<file path="src/rtl/nseq_pkg.sv">
package nseq_pkg;

  typedef enum logic [1:0] {
    OP_READ  = 2'd0,
    OP_PROG  = 2'd1,
    OP_ERASE = 2'd2,
    OP_NONE  = 2'd3
  } op_e;

  typedef enum logic [2:0] {
    RES_OK         = 3'd0,
    RES_PROG_FAIL  = 3'd1,
    RES_ERASE_FAIL = 3'd2,
    RES_ECC_FIXED  = 3'd3,
    RES_ECC_BAD    = 3'd4,
    RES_TIMEOUT    = 3'd5
  } res_e;

  typedef enum logic [2:0] {
    STP_WREN,
    STP_LOAD,
    STP_EXEC,
    STP_FETCH,
    STP_ERASE,
    STP_POLL,
    STP_CREAD
  } step_e;

  typedef enum logic [1:0] {
    PH_IDLE,
    PH_ISSUE,
    PH_WAIT,
    PH_DONE
  } phase_e;

  localparam logic [7:0] OPC_WREN    = 8'h06;
  localparam logic [7:0] OPC_LOAD    = 8'h02;
  localparam logic [7:0] OPC_EXEC    = 8'h10;
  localparam logic [7:0] OPC_FETCH   = 8'h13;
  localparam logic [7:0] OPC_ERASE   = 8'hD8;
  localparam logic [7:0] OPC_GETF    = 8'h0F;
  localparam logic [7:0] OPC_CREAD   = 8'h03;
  localparam logic [7:0] FEAT_STATUS = 8'hC0;

  // Transfer length: the requested count, limited to what is left in the page.
  function automatic int unsigned clamp_len(input int unsigned col,
                                            input int unsigned len,
                                            input int unsigned page);
    if (col >= page) return 0;
    if (len > page - col) return page - col;
    return len;
  endfunction

  // First row of the block that holds the given row.
  function automatic logic [23:0] block_base(input logic [23:0] row,
                                             input int unsigned ppb);
    return row - (row % 24'(ppb));
  endfunction

  // Reduction of the two-bit ECC field; the reserved value counts as uncorrectable.
  function automatic res_e ecc_result(input logic [1:0] f);
    case (f)
      2'b00:   return RES_OK;
      2'b01:   return RES_ECC_FIXED;
      default: return RES_ECC_BAD;
    endcase
  endfunction

  function automatic step_e first_step(input op_e op);
    return (op == OP_READ) ? STP_FETCH : STP_WREN;
  endfunction

endpackage

</file>
<file path="src/rtl/nseq_frame_build.sv">
module nseq_frame_build
  import nseq_pkg::*;
#(
  parameter int unsigned ROW_W           = 16,
  parameter int unsigned COL_W           = 12,
  parameter int unsigned LEN_W           = 12,
  parameter int unsigned PAGES_PER_BLOCK = 64
) (
  input  step_e             step,
  input  logic [ROW_W-1:0]  row,
  input  logic [COL_W-1:0]  col,
  input  logic [LEN_W-1:0]  len,
  output logic [7:0]        opcode,
  output logic [1:0]        naddr,
  output logic [23:0]       addr,
  output logic [LEN_W-1:0]  ntx,
  output logic [LEN_W-1:0]  nrx
);

  logic [23:0] row24;
  logic [15:0] col16;

  assign row24 = 24'(row);
  assign col16 = 16'(col);

  always_comb begin
    opcode = OPC_WREN;
    naddr  = 2'd0;
    addr   = 24'h0;
    ntx    = '0;
    nrx    = '0;
    case (step)
      STP_WREN: begin
        opcode = OPC_WREN;
      end
      STP_LOAD: begin
        opcode = OPC_LOAD;
        naddr  = 2'd2;
        addr   = {8'h00, col16};
        ntx    = len;
      end
      STP_EXEC: begin
        opcode = OPC_EXEC;
        naddr  = 2'd3;
        addr   = row24;
      end
      STP_FETCH: begin
        opcode = OPC_FETCH;
        naddr  = 2'd3;
        addr   = row24;
      end
      STP_ERASE: begin
        opcode = OPC_ERASE;
        naddr  = 2'd3;
        addr   = block_base(row24, PAGES_PER_BLOCK);
      end
      STP_POLL: begin
        opcode = OPC_GETF;
        naddr  = 2'd1;
        addr   = {16'h0000, FEAT_STATUS};
        nrx    = LEN_W'(1);
      end
      STP_CREAD: begin
        opcode = OPC_CREAD;
        naddr  = 2'd3;
        addr   = {col16, 8'h00};
        nrx    = len;
      end
      default: begin
        opcode = OPC_WREN;
      end
    endcase
  end

endmodule

</file>
<file path="src/rtl/nseq_status_eval.sv">
module nseq_status_eval
  import nseq_pkg::*;
(
  input  op_e        op,
  input  logic       st_busy,
  input  logic       st_efail,
  input  logic       st_pfail,
  input  logic [1:0] st_ecc,
  output logic       dev_busy,
  output res_e       code
);

  assign dev_busy = st_busy;

  always_comb begin
    case (op)
      OP_PROG:  code = st_pfail ? RES_PROG_FAIL  : RES_OK;
      OP_ERASE: code = st_efail ? RES_ERASE_FAIL : RES_OK;
      default:  code = ecc_result(st_ecc);
    endcase
  end

endmodule

</file>
<file path="src/rtl/nseq_poll_timer.sv">
module nseq_poll_timer #(
  parameter int unsigned TMO_RDPG  = 2000000,
  parameter int unsigned TMO_ERASE = 40000000
) (
  input  logic clk,
  input  logic rst_n,
  input  logic clear,
  input  logic run,
  input  logic long_sel,
  output logic expired
);

  localparam int unsigned TMO_MAX = (TMO_ERASE > TMO_RDPG) ? TMO_ERASE : TMO_RDPG;
  localparam int unsigned CW      = $clog2(TMO_MAX + 1);

  logic [CW-1:0] cnt_q;
  logic [CW-1:0] limit;

  assign limit   = long_sel ? CW'(TMO_ERASE) : CW'(TMO_RDPG);
  assign expired = (cnt_q >= limit);

  always_ff @(posedge clk) begin
    if (!rst_n)               cnt_q <= '0;
    else if (clear)           cnt_q <= '0;
    else if (run && !expired) cnt_q <= cnt_q + 1'b1;
  end

  // a cleared timer starts below every non-zero limit
  a_r9_clear_restarts: assert property (@(posedge clk) disable iff (!rst_n)
    clear |=> !expired);

  // once expired during polling, the timer stays expired until cleared
  a_r9_expiry_sticks: assert property (@(posedge clk) disable iff (!rst_n)
    (run && expired && !clear) |=> expired);

endmodule

</file>
<file path="src/rtl/nand_opseq.sv">
module nand_opseq
  import nseq_pkg::*;
#(
  parameter int unsigned ROW_W           = 16,
  parameter int unsigned COL_W           = 12,
  parameter int unsigned LEN_W           = 12,
  parameter int unsigned PAGE_BYTES      = 2112,
  parameter int unsigned PAGES_PER_BLOCK = 64,
  parameter int unsigned TMO_RDPG        = 2000000,
  parameter int unsigned TMO_ERASE       = 40000000
) (
  input  logic              clk,
  input  logic              rst_n,
  input  logic              req_valid,
  input  logic [1:0]        req_op,
  input  logic [ROW_W-1:0]  req_row,
  input  logic [COL_W-1:0]  req_col,
  input  logic [LEN_W-1:0]  req_len,
  output logic              busy,
  output logic              res_valid,
  output logic [2:0]        res_code,
  output logic              fr_valid,
  input  logic              fr_ready,
  output logic [7:0]        fr_opcode,
  output logic [1:0]        fr_naddr,
  output logic [23:0]       fr_addr,
  output logic [LEN_W-1:0]  fr_ntx,
  output logic [LEN_W-1:0]  fr_nrx,
  input  logic              fr_done,
  input  logic              rx_valid,
  input  logic [7:0]        rx_data,
  input  logic              tx_req,
  output logic [7:0]        tx_data,
  input  logic [7:0]        wr_data,
  output logic              wr_take,
  output logic              rd_valid,
  output logic [7:0]        rd_data
);

  phase_e           phase_q;
  step_e            step_q;
  op_e              op_q;
  logic [ROW_W-1:0] row_q;
  logic [COL_W-1:0] col_q;
  logic [LEN_W-1:0] len_q;
  logic [4:0]       stat_q;   // {ecc[1:0], pfail, efail, busy}
  res_e             code_q;

  // Named internal events
  logic req_fire;
  logic frame_end;
  logic stat_take;
  logic op_frame_end;
  logic tmo_run;
  logic tmo_expired;
  logic dev_busy;
  res_e eval_code;
  logic [LEN_W-1:0] len_eff;

  assign req_fire     = (phase_q == PH_IDLE) && req_valid && (req_op != OP_NONE);
  assign frame_end    = (phase_q == PH_WAIT) && fr_done;
  assign stat_take    = (phase_q == PH_WAIT) && (step_q == STP_POLL) && rx_valid;
  assign op_frame_end = frame_end &&
                        ((step_q == STP_EXEC) || (step_q == STP_FETCH) || (step_q == STP_ERASE));
  assign tmo_run      = (phase_q != PH_IDLE) && (step_q == STP_POLL);
  assign len_eff      = LEN_W'(clamp_len(32'(req_col), 32'(req_len), PAGE_BYTES));

  nseq_frame_build #(
    .ROW_W(ROW_W), .COL_W(COL_W), .LEN_W(LEN_W), .PAGES_PER_BLOCK(PAGES_PER_BLOCK)
  ) u_build (
    .step(step_q), .row(row_q), .col(col_q), .len(len_q),
    .opcode(fr_opcode), .naddr(fr_naddr), .addr(fr_addr), .ntx(fr_ntx), .nrx(fr_nrx)
  );

  nseq_status_eval u_eval (
    .op(op_q), .st_busy(stat_q[0]), .st_efail(stat_q[1]), .st_pfail(stat_q[2]),
    .st_ecc(stat_q[4:3]), .dev_busy(dev_busy), .code(eval_code)
  );

  nseq_poll_timer #(
    .TMO_RDPG(TMO_RDPG), .TMO_ERASE(TMO_ERASE)
  ) u_timer (
    .clk(clk), .rst_n(rst_n), .clear(op_frame_end), .run(tmo_run),
    .long_sel(op_q == OP_ERASE), .expired(tmo_expired)
  );

  always_ff @(posedge clk) begin
    if (!rst_n) begin
      phase_q <= PH_IDLE;
      step_q  <= STP_WREN;
      op_q    <= OP_READ;
      row_q   <= '0;
      col_q   <= '0;
      len_q   <= '0;
      stat_q  <= '0;
      code_q  <= RES_OK;
    end else begin
      case (phase_q)
        PH_IDLE: begin
          if (req_fire) begin
            op_q    <= op_e'(req_op);
            row_q   <= req_row;
            col_q   <= req_col;
            len_q   <= len_eff;
            step_q  <= first_step(op_e'(req_op));
            phase_q <= PH_ISSUE;
          end
        end
        PH_ISSUE: begin
          if (fr_ready) phase_q <= PH_WAIT;
        end
        PH_WAIT: begin
          if (stat_take) stat_q <= {rx_data[5:2], rx_data[0]};
          if (fr_done) begin
            case (step_q)
              STP_WREN: begin
                step_q  <= (op_q == OP_ERASE) ? STP_ERASE : STP_LOAD;
                phase_q <= PH_ISSUE;
              end
              STP_LOAD: begin
                step_q  <= STP_EXEC;
                phase_q <= PH_ISSUE;
              end
              STP_EXEC, STP_FETCH, STP_ERASE: begin
                step_q  <= STP_POLL;
                phase_q <= PH_ISSUE;
              end
              STP_POLL: begin
                if (dev_busy) begin
                  if (tmo_expired) begin
                    code_q  <= RES_TIMEOUT;
                    phase_q <= PH_DONE;
                  end else begin
                    phase_q <= PH_ISSUE;
                  end
                end else if (op_q == OP_READ) begin
                  code_q  <= eval_code;
                  step_q  <= STP_CREAD;
                  phase_q <= PH_ISSUE;
                end else begin
                  code_q  <= eval_code;
                  phase_q <= PH_DONE;
                end
              end
              default: phase_q <= PH_DONE;
            endcase
          end
        end
        default: phase_q <= PH_IDLE;
      endcase
    end
  end

  assign busy      = (phase_q != PH_IDLE);
  assign res_valid = (phase_q == PH_DONE);
  assign res_code  = code_q;
  assign fr_valid  = (phase_q == PH_ISSUE);
  assign tx_data   = wr_data;
  assign wr_take   = tx_req && (phase_q == PH_WAIT) && (step_q == STP_LOAD);
  assign rd_valid  = rx_valid && (phase_q == PH_WAIT) && (step_q == STP_CREAD);
  assign rd_data   = rx_data;

  // acceptance opens the busy window with no result yet
  a_r1_busy_on_accept: assert property (@(posedge clk) disable iff (!rst_n)
    req_fire |=> (busy && !res_valid));

  // the result cycle is the last busy cycle
  a_r1_release_after_result: assert property (@(posedge clk) disable iff (!rst_n)
    res_valid |=> (!busy && !res_valid));

  // a pending descriptor is held with stable fields
  a_r12_descriptor_hold: assert property (@(posedge clk) disable iff (!rst_n)
    (fr_valid && !fr_ready) |=> (fr_valid && $stable(fr_opcode) && $stable(fr_addr)
                                 && $stable(fr_nrx) && $stable(fr_ntx)));

  // descriptor, read data and write data never overlap
  a_r11_paths_exclusive: assert property (@(posedge clk) disable iff (!rst_n)
    $onehot0({fr_valid, rd_valid, wr_take}));

  // a read never reports a program or erase failure
  a_r7_read_no_fail_code: assert property (@(posedge clk) disable iff (!rst_n)
    (res_valid && op_q == OP_READ) |-> (res_code != RES_PROG_FAIL && res_code != RES_ERASE_FAIL));

  // failure codes belong to their own operation
  a_r6_fail_matches_op: assert property (@(posedge clk) disable iff (!rst_n)
    (res_valid && (res_code == RES_PROG_FAIL || res_code == RES_ERASE_FAIL)) |->
      (res_code == RES_PROG_FAIL ? op_q == OP_PROG : op_q == OP_ERASE));

  // no transfer count exceeds the page
  a_r10_counts_bounded: assert property (@(posedge clk) disable iff (!rst_n)
    fr_valid |-> (32'(fr_nrx) <= PAGE_BYTES && 32'(fr_ntx) <= PAGE_BYTES));

endmodule

</file>
<file path="config.mk">
export PLATFORM = sky130hd
export DESIGN_NAME = nand_opseq
export DESIGN_NICKNAME = d
export VERILOG_FILES = /design/src/rtl/nseq_pkg.sv /design/src/rtl/nseq_frame_build.sv /design/src/rtl/nseq_status_eval.sv /design/src/rtl/nseq_poll_timer.sv /design/src/rtl/nand_opseq.sv
export SDC_FILE = /design/constraint.sdc
export NUM_CORES = 1
export LEC_CHECK = 0
export BUFFER_PORTS_ARGS = -buffer_cell sky130_fd_sc_hd__buf_2
export CAP_MARGIN = 20
export CORE_MARGIN = 2
export CORE_UTILIZATION = 57
export DETAILED_ROUTE_END_ITERATION = 8
export PLACE_DENSITY_LB_ADDON = 0.25
export SYNTH_ARGS = -nofsm -noshare
export SYNTH_HDL_FRONTEND = slang
export SYNTH_SLANG_ARGS = --single-unit
</file>
<file path="constraint.sdc">
create_clock -name clk -period 6.2 [get_ports clk]
set_input_delay 0.31 -clock clk [delete_from_list [all_inputs] [get_ports clk]]
set_output_delay 0.31 -clock clk [all_outputs]
set_load 0.005 [all_outputs]
</file>
Word level (Yosys, flattened, before mapping)
Index checks and enable logic that the tools add are counted.
Widths: inputs -> output; s select.
{"block": "word_totals", "regBits": 81, "in_bits": 65, "wordCells": 102}
{"block": "classes", "add_sub_neg": 3, "order_cmp": 3, "n_eq_ne": 20, "mux": 34, "n_bitwise": 1, "n_reduce_logical": 32}
{"cell": "$pmux 24 s5", "n": 1}
{"cell": "$mux 12", "n": 4}
{"cell": "$pmux 8 s6", "n": 1}
{"cell": "$gt 12x32->1", "n": 1}
{"cell": "$add 26x1->26 const B", "n": 1}
{"cell": "$ge 26x26->1", "n": 1}
{"cell": "$mux 26", "n": 1}
{"cell": "$pmux 12 s2", "n": 1}
{"cell": "$mux 3", "n": 7}
{"cell": "$pmux 3 s2", "n": 3}
{"cell": "$sub 16x6->17", "n": 1}
{"cell": "$mux 2", "n": 8}
{"cell": "$sub 12x12->13 const A", "n": 1}
{"cell": "$ge 12x12->1 const B", "n": 1}
{"cell": "$logic_and 1x1->1", "n": 12}
{"cell": "$pmux 2 s3", "n": 2}
{"cell": "$pmux 3 s4", "n": 1}
{"cell": "$eq 3x3->1 const B", "n": 3}
{"cell": "$logic_not 2->1", "n": 4}
{"cell": "$eq 2x1->1 const B", "n": 3}
{"cell": "$eq 2x2->1 const B", "n": 3}
{"cell": "$eq 3x2->1 const B", "n": 2}
{"cell": "$ne 2x2->1 const B", "n": 3}
{"cell": "$reduce_and 6->1", "n": 1}
{"cell": "other kinds (19)", "n": 27}

Logic depth before layout (Yosys ltp)
Gate-level depths: netlist of the first run.
{"block": "logic_depth", "depth_word": 8, "mapped_depth": 14, "depth_no_buf": 13}

Hierarchy
From an unflattened synthesis of the first run, not the netlist that was laid out.
{"block": "unflattened", "cells_unflattened": 673, "area_unflattened_um2": 5520.3}
{"mod": "nand_opseq", "instances": 1, "cells_each": 353, "area_each_um2": 3020.4, "seq_area_each_um2": 1101.1}
{"mod": "nseq_poll_timer", "instances": 1, "cells_each": 194, "area_each_um2": 1635.3, "seq_area_each_um2": 520.5}
{"mod": "nseq_frame_build", "instances": 1, "cells_each": 115, "area_each_um2": 787.0, "seq_area_each_um2": 0.0}
{"mod": "nseq_status_eval", "instances": 1, "cells_each": 11, "area_each_um2": 77.6, "seq_area_each_um2": 0.0}

Worst setup path before layout of the first run
No wires, ideal clock.
{"block": "synth_path", "path_kind": "input -> register", "from": "input req_col[2]", "to": "register len_q[10]", "setup_ps": 122, "t_arrival_ps": 2861, "required_ps": 6078, "setup_slack_ps": 3217, "path_stages": 10, "path_buffers": 1, "path_cell_list": "or3_1 o41ai_1 nand2b_1 xor2_1 ha_1 nand4_1 or3_1 o311a_1 clkbuf_1 a221o_1"}
{"block": "synth_between", "elab_chain_len": 6}
{"element": "start: declaration", "line": "nand_opseq.sv:17", "source": "input logic [COL_W-1:0] req_col,"}
{"element": "$sub 12x12->13", "line": "nseq_pkg.sv:50", "source": "if (len > page - col) return page - col;"}
{"element": "$gt 12x32->1", "line": "nseq_pkg.sv:50"}
{"element": "$mux 1 (2 in a row)", "line": "nseq_pkg.sv:50"}
{"element": "$mux 12", "line": "nseq_pkg.sv:51", "source": "return len;"}
{"element": "$mux 12 *", "line": "nseq_pkg.sv:50"}
{"element": "end signal: assignment", "line": "nand_opseq.sv:104", "source": "len_q <= len_eff;"}
{"element": "end: declaration", "line": "nand_opseq.sv:45", "source": "logic [LEN_W-1:0] len_q;"}
Mark *: on every way between the ends. The rest lies on a longest branch, timed or not. The select of a mux whose other input is x is not followed.
A chain may end at the register's enable or synchronous reset.

Final worst setup path of the first run
{"block": "layout_path", "from": "register op_q[0]", "to": "register u_timer.cnt_q[13]"}
{"block": "layout_between", "elab_chain_len": 5}
{"element": "start: declaration", "line": "nand_opseq.sv:42", "source": "op_e op_q;"}
{"element": "start signal: assignment", "line": "nand_opseq.sv:101", "source": "op_q <= op_e'(req_op);"}
{"element": "$eq 2x2->1"}
{"element": "$mux 26", "line": "nseq_poll_timer.sv:19", "source": "assign limit = long_sel ? CW'(TMO_ERASE) : CW'(TMO_RDPG);"}
{"element": "$ge 26x26->1", "line": "nseq_poll_timer.sv:20", "source": "assign expired = (cnt_q >= limit);"}
{"element": "$logic_not 1->1", "line": "nseq_poll_timer.sv:25", "source": "else if (run && !expired) cnt_q <= cnt_q + 1'b1;"}
{"element": "$logic_and 1x1->1", "line": "nseq_poll_timer.sv:25"}
{"element": "end signal: assignment", "line": "nseq_poll_timer.sv:25"}
{"element": "end: declaration", "line": "nseq_poll_timer.sv:16", "source": "logic [CW-1:0] cnt_q;"}
Every way passes these cells.

==> results of run 1 <==
cells in the mapped netlist, types with 4 or more instances:
cell      number  area share, %
nand2_1      101            7.2
dfxtp_1       81             31
a21oi_1       66            6.2
nor2_1        51            3.6
clkbuf_1      35            2.5
ha_1          31            7.3
and3_1        24            2.8
buf_4         22            3.1
and2_1        20            2.4
nand4_1       20            2.4
nand3_1       19            1.8
o21ai_0       19            1.8
inv_1         16            1.1
or4_1         16            2.3
mux2i_1       13            2.5
a21o_1        12            1.7
o31ai_1       12            1.7
or3_1         11            1.3
nand2b_1       9            1.1
nor3b_1        9            1.3
a221o_1        8            1.5
o211ai_1       7           0.99
nor3_1         6           0.57
o22ai_1        6           0.71
xor2_1         6           0.99
nor2b_1        5           0.59
a22o_1         4           0.66
a22oi_1        4           0.57
a31oi_1        4           0.47
buf_2          4           0.38
or2_2          4           0.47
worst max-delay path, stage by stage, from the launching register on:
cell	delay (ps)
dfxtp_1	330
inv_1	80
ha_1	380
inv_1	280
ha_1	380
nand4bb_1	170
or2_1	240
a2111oi_2	100
or4_1	760
or4_1	540
a21oi_1	150
state kept, by name (all words and copies together), names as in the netlist:
| signal | count |
|---|---|
| step_q | 3 |
| phase_q | 2 |
| op_q | 2 |
| stat_q | 5 |
| len_q | 12 |
| row_q | 16 |
| col_q | 12 |
| u_timer.cnt_q | 26 |
| res_code | 3 |
worst paths after layout:
path	startpoint	endpoint	slack, ps	cells past startpoint
worst max-delay path	op_q[0]$_SDFFE_PN0P_	u_timer.cnt_q[13]$_SDFFE_PP0P_	2690	10
worst min-delay path	req_row[9]	row_q[9]$_SDFFE_PN0P_	180	3
worst max register to register	op_q[0]$_SDFFE_PN0P_	u_timer.cnt_q[13]$_SDFFE_PP0P_	2690	10
worst min register to register	row_q[3]$_SDFFE_PN0P_	row_q[3]$_SDFFE_PN0P_	460	2
through the flow:
step,hold slack [ps],setup WS [ps]
after floorplan,431,3220
after global placement,443,2710
final,179,2690
after global routing,189,2430
after CTS,169,2710
after detailed placement,450,2510
power groups by stage:
stage                     logic, W  clock network (W)  registers [W]
final                     0.000177           0.000401       0.000557
after global routing      0.000198           0.000426       0.000560
after CTS                 0.000176           0.000408       0.000556
after detailed placement  0.000174                  0       0.000568
after global placement    0.000168                  0       0.000567
after floorplan           0.000127                  0       0.000560
logic make-up after synthesis:
family | Yosys count
buf+inv | 80
compound gates | 169
other cells | 1
mux | 13
flops | 81
simple gates | 308
fa+ha+maj | 31
xor+xnor | 8
cell type report:
class | instances | share of cell area, %
inverter | 16 | 1.01
clock inverter | 6 | 1.13
clock buffer | 10 | 2.31
timing repair buffer | 126 | 10.9
tap | 111 | 2.33
multi-input combinational | 534 | 55.2
sequential | 81 | 27.2
routing by layer:
metal / part of all wire, % / wire length [um] / global-route usage (%)
met2: 51 / 7550 / 51.8
met3: 6.0 / 878 / 5.08
met4: 3.3 / 491 / 13.9
met1: 39 / 5820 / 34.4
met5: 0 / 0 / 0
==> impl_metrics.tcl, run 1 <==
set metrics [dict create \
    status "completed" \
    fmax_mhz 285 \
    placed_cell_area_um2 5750 \
    worstMarginPinSlew_ps 885 \
    final_cell_mix "buf_2, nand2_1, dfxtp_1" \
    cts_buffers 9 \
    finalCritPeriodShare_pct 56.5 \
    synth-xor-area-share_pct 1.33 \
    setup_viol 0 \
    p_per_area_nw_per_um2 190 \
    ys_seq_area_share_pct 30.7 \
    cts_hold_buf 0 \
    clkTransAtPathRegs_ps 90 \
    drive_gt1_share_pct 19.8 \
    cts_htree_levels 3 \
    io_pins 147 \
    synth_top_family_by_area "simple AND/OR/NAND/NOR gates" \
    final_area_um2 5970 \
    worst_skew_pair.late_latency_ps 360 \
    grt_pass1_vias 5333 \
    synth.distinct_cells 62 \
    comb_power_share_pct 15.6 \
    multiInputGateArea_um2 3290 \
    synth-main-ff-cell "dfxtp_1" \
    p_sw_w 0.000330 \
    rsz0062_at_grt "no" \
    instances_no_fill 884 \
    post_cts_resized 0 \
    track_usage_pct 29.4 \
    seqPwrFrac_pct 49.1 \
    antenna_found_initial 0 \
    grt_max_degree 42 \
    fill_cells 835 \
    synth_compound_area_share_pct 20.9 \
    internal_power_w 0.000804 \
    synth_edf_count 0 \
    root_buffer "clkbuf_8" \
    hold_class "in -> reg" \
    numClockSinks 81 \
    avgSynthCellArea_um2 7.65 \
    clkPwrFrac_pct 35.3 \
    final.min_clock_period_ps 3510 \
    cts_tree "built" \
    die_y_um 100 \
    ir_drop_v 0.000125 \
    area.growth.synth_to_final_pct 12.9 \
    synthMuxAreaShare_pct 2.46 \
    swShare_pct 29.1 \
    grt_pass1_wl_um 24100 \
    yosys_warnings 0 \
    gp_congestion 0.952 \
    firstDrtPassIters 7 \
    post_cts_buffers 0 \
    final_common_cell "buf_2" \
    leakagePower_nw 2.66 \
    fin_util_pct 65.5 \
    cp_max_fo 16 \
    antenna_cells 0 \
    critPathLaunchType "flip-flop" \
    dp_hpwl_um 10700 \
    nNetsFinal 864 \
    maxCapViolCount 0 \
    drtAntennaViolNets 0 \
    seqCellArea_um2 1620 \
    total_power_w 0.00113 \
    drcViolationCount 0 \
    critPathKind "reg -> reg" \
    yosys_register_bits 81 \
    async_flop_share_pct 0 \
    tns_ps 0 \
    critPathCaptureType "flip-flop" \
    synth_area_um2 5290 \
    worst_slew_margin_rel_pct 40.9 \
    slew_violations 0 \
    drt_iter0_markers 347 \
    place_inst 867 \
    synth_fa_ha_area_share_pct 7.34 \
    num_rows 35 \
    finClkSkew_ps 9.25 \
    die_area_um2 10100 \
    vias 5503 \
    cp.arrival_ps 3780 \
    initial_core_util_pct 58.0 \
    viasPerCell 6.23 \
    routed_wl_um 14700 \
    drt-wirelength-per-cell_um 16.7 \
    cp.required_ps 6470 \
    overflow 0 \
    dieWidth_um 100 \
    coreArea_um2 9110 \
    io_buffers 119 \
    synthCells 691 \
    hold_viol 0 \
    clock_path_buffers 2 \
    yosys.area_share.simple_pct 29.7 \
]
Note: power is estimated with default switching activity, not from simulation.
==> run 2, diff against run 1 <==
Settings changed: CORE_UTILIZATION 57 to 48.
Clock period 6.2 ns to 3.1 ns, I/O delays scaled along.
==> run 2 against run 1 <==
Sequential power grew 97%. Sequential cell count is the same. Clock skew grew 1.1 ps. Setup slack lost 2500 ps. Register-to-register slack lost 2500 ps. Critical path depth grew 2. Largest power group unchanged.
==> impl_metrics.tcl, run 2 (same netlist as run 1, synthesis figures left out) <==
set metrics [dict create \
    r2r_setup_slack_ps 160 \
    cp_top_family "simple AND/OR/NAND/NOR gates" \
    cts_htree_levels 3 \
    overflow 0 \
    viasPerCell 5.88 \
    rsz0062_at_grt "no" \
    finalCritPeriodShare_pct 94.9 \
    drt-wirelength-per-cell_um 16.4 \
    gp_congestion 0.921 \
    final.min_clock_period_ps 2940 \
    setup_slack_ps 157 \
    regMostFlops "u_timer.cnt_q" \
    firstDrtPassIters 5 \
    crit_buf_inv 4 \
    leakagePower_nw 2.78 \
    cts_tree "built" \
    worstMarginPinSlew_ps 763 \
    slowest_stage "or4_1" \
    status "completed" \
    p_sw_w 0.000709 \
    clock_path_buffers 2 \
    r2r_start "op_q[0]$_SDFFE_PN0P_" \
    cp.arrival_ps 3240 \
    maxCapViolCount 0 \
    dp_hpwl_um 11400 \
    r2r_end "u_timer.cnt_q[11]$_SDFFE_PP0P_" \
    antenna_found_initial 0 \
    p_per_area_nw_per_um2 362 \
    drcViolationCount 0 \
    nNetsFinal 890 \
    seqPwrFrac_pct 49.3 \
    coreArea_um2 10800 \
    ir_drop_v 0.000208 \
    cp_max_fo 16 \
    total_power_w 0.00224 \
    root_buffer "clkbuf_8" \
    max_stage_delay_ps 520 \
    setup_viol 0 \
    place_ws_ps -123 \
    cp.required_ps 3390 \
    comb_power_share_pct 17.5 \
    swShare_pct 31.6 \
    routed_wl_um 15400 \
    numClockSinks 81 \
    finClkSkew_ps 10.4 \
    tns_ps 0 \
    initial_core_util_pct 49.0 \
    io_buffers 119 \
    critPathKind "reg -> reg" \
    die_y_um 109 \
    slew_violations 0 \
    worst_skew_pair.late_latency_ps 370 \
    drtAntennaViolNets 0 \
    critPathCaptureType "flip-flop" \
    final_common_cell "buf_2" \
    final_cell_mix "buf_2, nand2_1, dfxtp_1" \
    fill_cells 1006 \
    vias 5521 \
    grt_pass1_vias 5358 \
    crit_chain "inv_1 > ha_1 > inv_2 > buf_6 > ha_1 > nor4b_1 > nand4_1 > a2111oi_2 > or4_1 > buf_4 > or4_1 > a21oi_1" \
    drive_gt1_share_pct 22.5 \
    internal_power_w 0.00153 \
    area.growth.synth_to_final_pct 17.0 \
    fmax_mhz 340 \
    critPathLaunchType "flip-flop" \
    num_rows 38 \
    track_usage_pct 26.2 \
    clkPwrFrac_pct 33.2 \
    grt_pass1_wl_um 24900 \
    hold_viol 0 \
    hold_class "in -> reg" \
    fin_util_pct 57.3 \
    largestRegisters "u_timer.cnt_q (26), row_q (16)" \
    io_pins 147 \
    dieWidth_um 109 \
    min_from "req_row[10]" \
    clkTransAtPathRegs_ps 100 \
    post_cts_buffers 0 \
    worst_slew_margin_rel_pct 48.9 \
    r2r_cells 12 \
    grt_max_degree 38 \
    critPathLaunch "op_q[0]$_SDFFE_PN0P_" \
    cts_buffers 9 \
    drt_iter0_markers 381 \
    largest_reg_flops 26 \
    hold_depth 3 \
    hold_end "row_q[10]$_SDFFE_PN0P_" \
    antenna_cells 0 \
    die_area_um2 11900 \
]
-- run 2: changes by cell type in the layout (fill, tap and decap cells not counted) --
cell        previous run  this run
buf_6                  0         1
inv_2                  0         1
bufinv_16              1         0
clkbuf_8              10         9
inv_6                  0         3
clkinv_2               1         2
buf_12                 0         1
inv_1                 16        15
clkinv_4               2         1
clkinvlp_4             2         1
buf_4                  7        31
-- run 2: through the flow --
step	hold WS [ps]	std cells	instance area (um2)
CTS	7.60	939	6180
finish	7.59	939	6190
global route	9.79	939	6190
global placement	310	923	6010
floorplan	288	695	5300
detailed placement	310	923	6010
-- run 2: layer usage --
layer  vias to the layer above  share of wire (%)  GRT usage [%]
li1                       2679                  -              -
met2                       171                 51           46.5
met4                         0                2.2           9.89
met3                        30                4.9           4.90
met5                         -                  0              0
met1                      2641                 41           31.4
-- run 2: layout make-up --
| cell class | count | area [um2] | area share (%) |
|---|---|---|---|
| tap | 140 | 175 | 2.83 |
| sequential | 81 | 1620 | 26.2 |
| clock buffer | 9 | 124 | 2.00 |
| clock inverter | 7 | 52.6 | 0.850 |
| timing repair buffer | 152 | 860 | 13.9 |
| multi-input combinational | 534 | 3290 | 53.2 |
| inverter | 16 | 60.1 | 0.971 |
-- run 2: how the worst max path moves through the flow --
stage | end | slack, ps | depth (start not counted)
after floorplan | u_timer.cnt_q[9]$_SDFFE_PP0P_ | 160 | 12
after global placement | len_q[9]$_SDFFE_PN0P_ | 30 | 12
after detailed placement | len_q[11]$_SDFFE_PN0P_ | -120 | 12
after CTS | u_timer.cnt_q[15]$_SDFFE_PP0P_ | 130 | 12
after global routing | u_timer.cnt_q[11]$_SDFFE_PP0P_ | 8 | 12
final | u_timer.cnt_q[11]$_SDFFE_PP0P_ | 160 | 12
-- run 2: power groups by stage --
stage | combinational [W] | clock, W | sequential [W]
2_1_floorplan | 0.000253 | 0 | 0.00112
6_report | 0.000392 | 0.000743 | 0.00110
4_1_cts | 0.000388 | 0.000747 | 0.00110
3_3_place_gp | 0.000371 | 0 | 0.00113
5_1_grt | 0.000435 | 0.000795 | 0.00111
3_5_place_dp | 0.000386 | 0 | 0.00113
-- run 2: timing repair --
item / 4_1_cts / 5_1_grt
setup endpoints to repair: 0 / 5
hold endpoints to repair: 0 / 0
hold buffers: 0 / 0
gates resized for setup: 0 / 2
-- run 2: worst register-to-register path: stages (launching register included) --
cell and delay (ps):
dfxtp_1 350, inv_1 60, ha_1 220, inv_2 80, buf_6 140, ha_1 250
nor4b_1 150, nand4_1 150, a2111oi_2 100, or4_1 520, buf_4 200, or4_1 470
a21oi_1 180
==> run 3, diff against run 2 <==
==> constraint.sdc (replaced) <==
create_clock -name clk -period 3.1 [get_ports clk]
set_input_delay 0.62 -clock clk [delete_from_list [all_inputs] [get_ports clk]]
set_output_delay 0.62 -clock clk [all_outputs]
set_load 0.005 [all_outputs]
==> run 3 against run 2 <==
Count of clock-buffer cells in the layout did not move. First-iteration DRC count fell by 12%. Utilization increased by 2.2 points. Sequential cell count did not move. Clock skew rose by 8.9 ps. Sequential share of layout area down 0.99 points. Design area grew 3.9%. Worst hold slack gained 450 ps. Largest power group unchanged.
==> impl_metrics.tcl, run 3 (same netlist as run 1, synthesis figures left out) <==
set metrics [dict create \
    status "completed" \
    setup_viol 0 \
    numClockSinks 81 \
    worst_skew_pair.late_latency_ps 370 \
    r2r_start "op_q[0]$_SDFFE_PN0P_" \
    coreArea_um2 10800 \
    drcViolationCount 0 \
    drtAntennaViolNets 0 \
    grt_pass1_wl_um 24000 \
    crit_path_end "len_q[7]$_SDFFE_PN0P_" \
    total_power_w 0.00222 \
    dieWidth_um 109 \
    maxCapViolCount 0 \
    grt_max_degree 35 \
    viasPerCell 5.81 \
    drt_iter0_markers 335 \
    hold_viol 0 \
    dp_hpwl_um 11200 \
    finClkSkew_ps 19.3 \
    met2_usage_pct 44.7 \
    grt_use_met1_pct 30.9 \
    largestRegisters "u_timer.cnt_q (26), row_q (16)" \
    r2r_cells 11 \
    placed_cell_area_um2 6140 \
    io_buffers 119 \
    worst_slew_margin_rel_pct 44.3 \
    antenna_found_initial 0 \
    largest_reg_flops 26 \
    internal_power_w 0.00154 \
    final.min_clock_period_ps 3000 \
    antenna_cells 0 \
    drt-wirelength-per-cell_um 15.8 \
    clock_path_buffers 2 \
    clkTransAtPathRegs_ps 90 \
    gp_congestion 0.948 \
    cts_buffers 9 \
    cp_max_fo 22 \
    firstDrtPassIters 5 \
    routed_wl_um 15100 \
    cp.arrival_ps 3280 \
    timing.hold.ws_ps 457 \
    hold_class "reg -> reg" \
    clkPwrFrac_pct 31.4 \
    final_area_um2 6430 \
    p_per_area_nw_per_um2 345 \
    seqCellArea_um2 1620 \
    final_cell_mix "buf_2, nand2_1, dfxtp_1" \
    regMostFlops "u_timer.cnt_q" \
    drive_gt1_share_pct 25.9 \
    swShare_pct 30.5 \
    critPathKind "in -> reg" \
    r2r_end "u_timer.cnt_q[11]$_SDFFE_PP0P_" \
    area.growth.synth_to_final_pct 21.6 \
    multiInputGateArea_um2 3390 \
    r2r_setup_slack_ps 170 \
    critPathLaunch "req_col[2]" \
    cp.required_ps 3380 \
    initial_core_util_pct 49.0 \
    critPathCaptureType "flip-flop" \
    die_y_um 109 \
    num_rows 38 \
    leakagePower_nw 2.88 \
    cts_htree_levels 3 \
    critPathLaunchType "input port" \
    die_area_um2 11900 \
    ir_drop_v 0.000167 \
    cts_hold_buf 0 \
    nNetsFinal 908 \
    grt_pass1_vias 5180 \
    worstMarginPinSlew_ps 832 \
    grt-busiest-layer "met2" \
    fmax_mhz 333 \
    seqPwrFrac_pct 50.0 \
    track_usage_pct 25.3 \
    grt_use_met3_pct 4.48 \
    fill_cells 968 \
    root_buffer "clkbuf_8" \
    vias 5550 \
    finalCritPeriodShare_pct 96.8 \
    slew_violations 0 \
    comb_power_share_pct 18.6 \
    overflow 0 \
    io_pins 147 \
    cts_tree "built" \
    p_sw_w 0.000676 \
    final_common_cell "buf_2" \
]
-- run 3: timing repair --
item / in CTS / in global routing
hold endpoints to repair: 0 / 0
setup buffers: 0 / 4
gates resized for setup: 0 / 14
endpoints found under the setup margin: 0 / 23
-- run 3: per-layer routing --
metal / routed length (um) / share of wire [%]
met3: 707 / 4.7
met4: 247 / 1.6
met2: 7810 / 52
met5: 0 / 0
met1: 6380 / 42
-- run 3: area by class of cell --
type                            count  area share [%]
Clock buffer                        9            1.93
Timing Repair Buffer              170            15.8
Inverter                           16           0.993
Tap cell                          140            2.72
Multi-Input combinational cell    534            52.7
Clock inverter                      6           0.662
Sequential cell                    81            25.2
-- run 3: worst min-delay path by stage --
| stage | startpoint | end | slack, ps | cells past startpoint |
|---|---|---|---|---|
| floorplan | len_q[1]$_SDFFE_PN0P_ | len_q[1]$_SDFFE_PN0P_ | 430 | 2 |
| global placement | row_q[15]$_SDFFE_PN0P_ | row_q[15]$_SDFFE_PN0P_ | 440 | 2 |
| detailed placement | row_q[14]$_SDFFE_PN0P_ | row_q[14]$_SDFFE_PN0P_ | 450 | 2 |
| CTS | row_q[14]$_SDFFE_PN0P_ | row_q[14]$_SDFFE_PN0P_ | 460 | 2 |
| global route | req_row[2] | row_q[2]$_SDFFE_PN0P_ | 470 | 3 |
| finish | row_q[12]$_SDFFE_PN0P_ | row_q[12]$_SDFFE_PN0P_ | 460 | 2 |
-- run 3: stage by stage --
stage / cells / setup slack, ps / util [%] / TNS (ps)
2_1_floorplan: 695 / -9.34 / - / -36.1
6_report: 956 / 98.1 / 59.6 / 0
3_3_place_gp: 937 / -186 / 56.9 / -2090
5_1_grt: 956 / -32.4 / 59.6 / -112
4_1_cts: 952 / 88.1 / 58.4 / 0
3_5_place_dp: 937 / -279 / 56.9 / -2770
-- run 3: worst max-delay path: stages --
cell     delay (ps)
buf_2           100
or3_4           410
o31a_1          350
buf_4           160
o21ai_2         150
ha_1            290
a21oi_2         150
nand2_1          60
a21o_1          160
o311a_1         320
buf_12          170
and2_1          170
o31ai_2         170
-- run 3: power groups by stage --
| stage | Combinational (W) | Sequential [W] | Clock (W) |
|---|---|---|---|
| CTS | 0.000394 | 0.00111 | 0.000706 |
| global route | 0.000460 | 0.00111 | 0.000754 |
| floorplan | 0.000258 | 0.00112 | 0 |
| finish | 0.000413 | 0.00111 | 0.000696 |
| global placement | 0.000379 | 0.00113 | 0 |
| detailed placement | 0.000392 | 0.00113 | 0 |
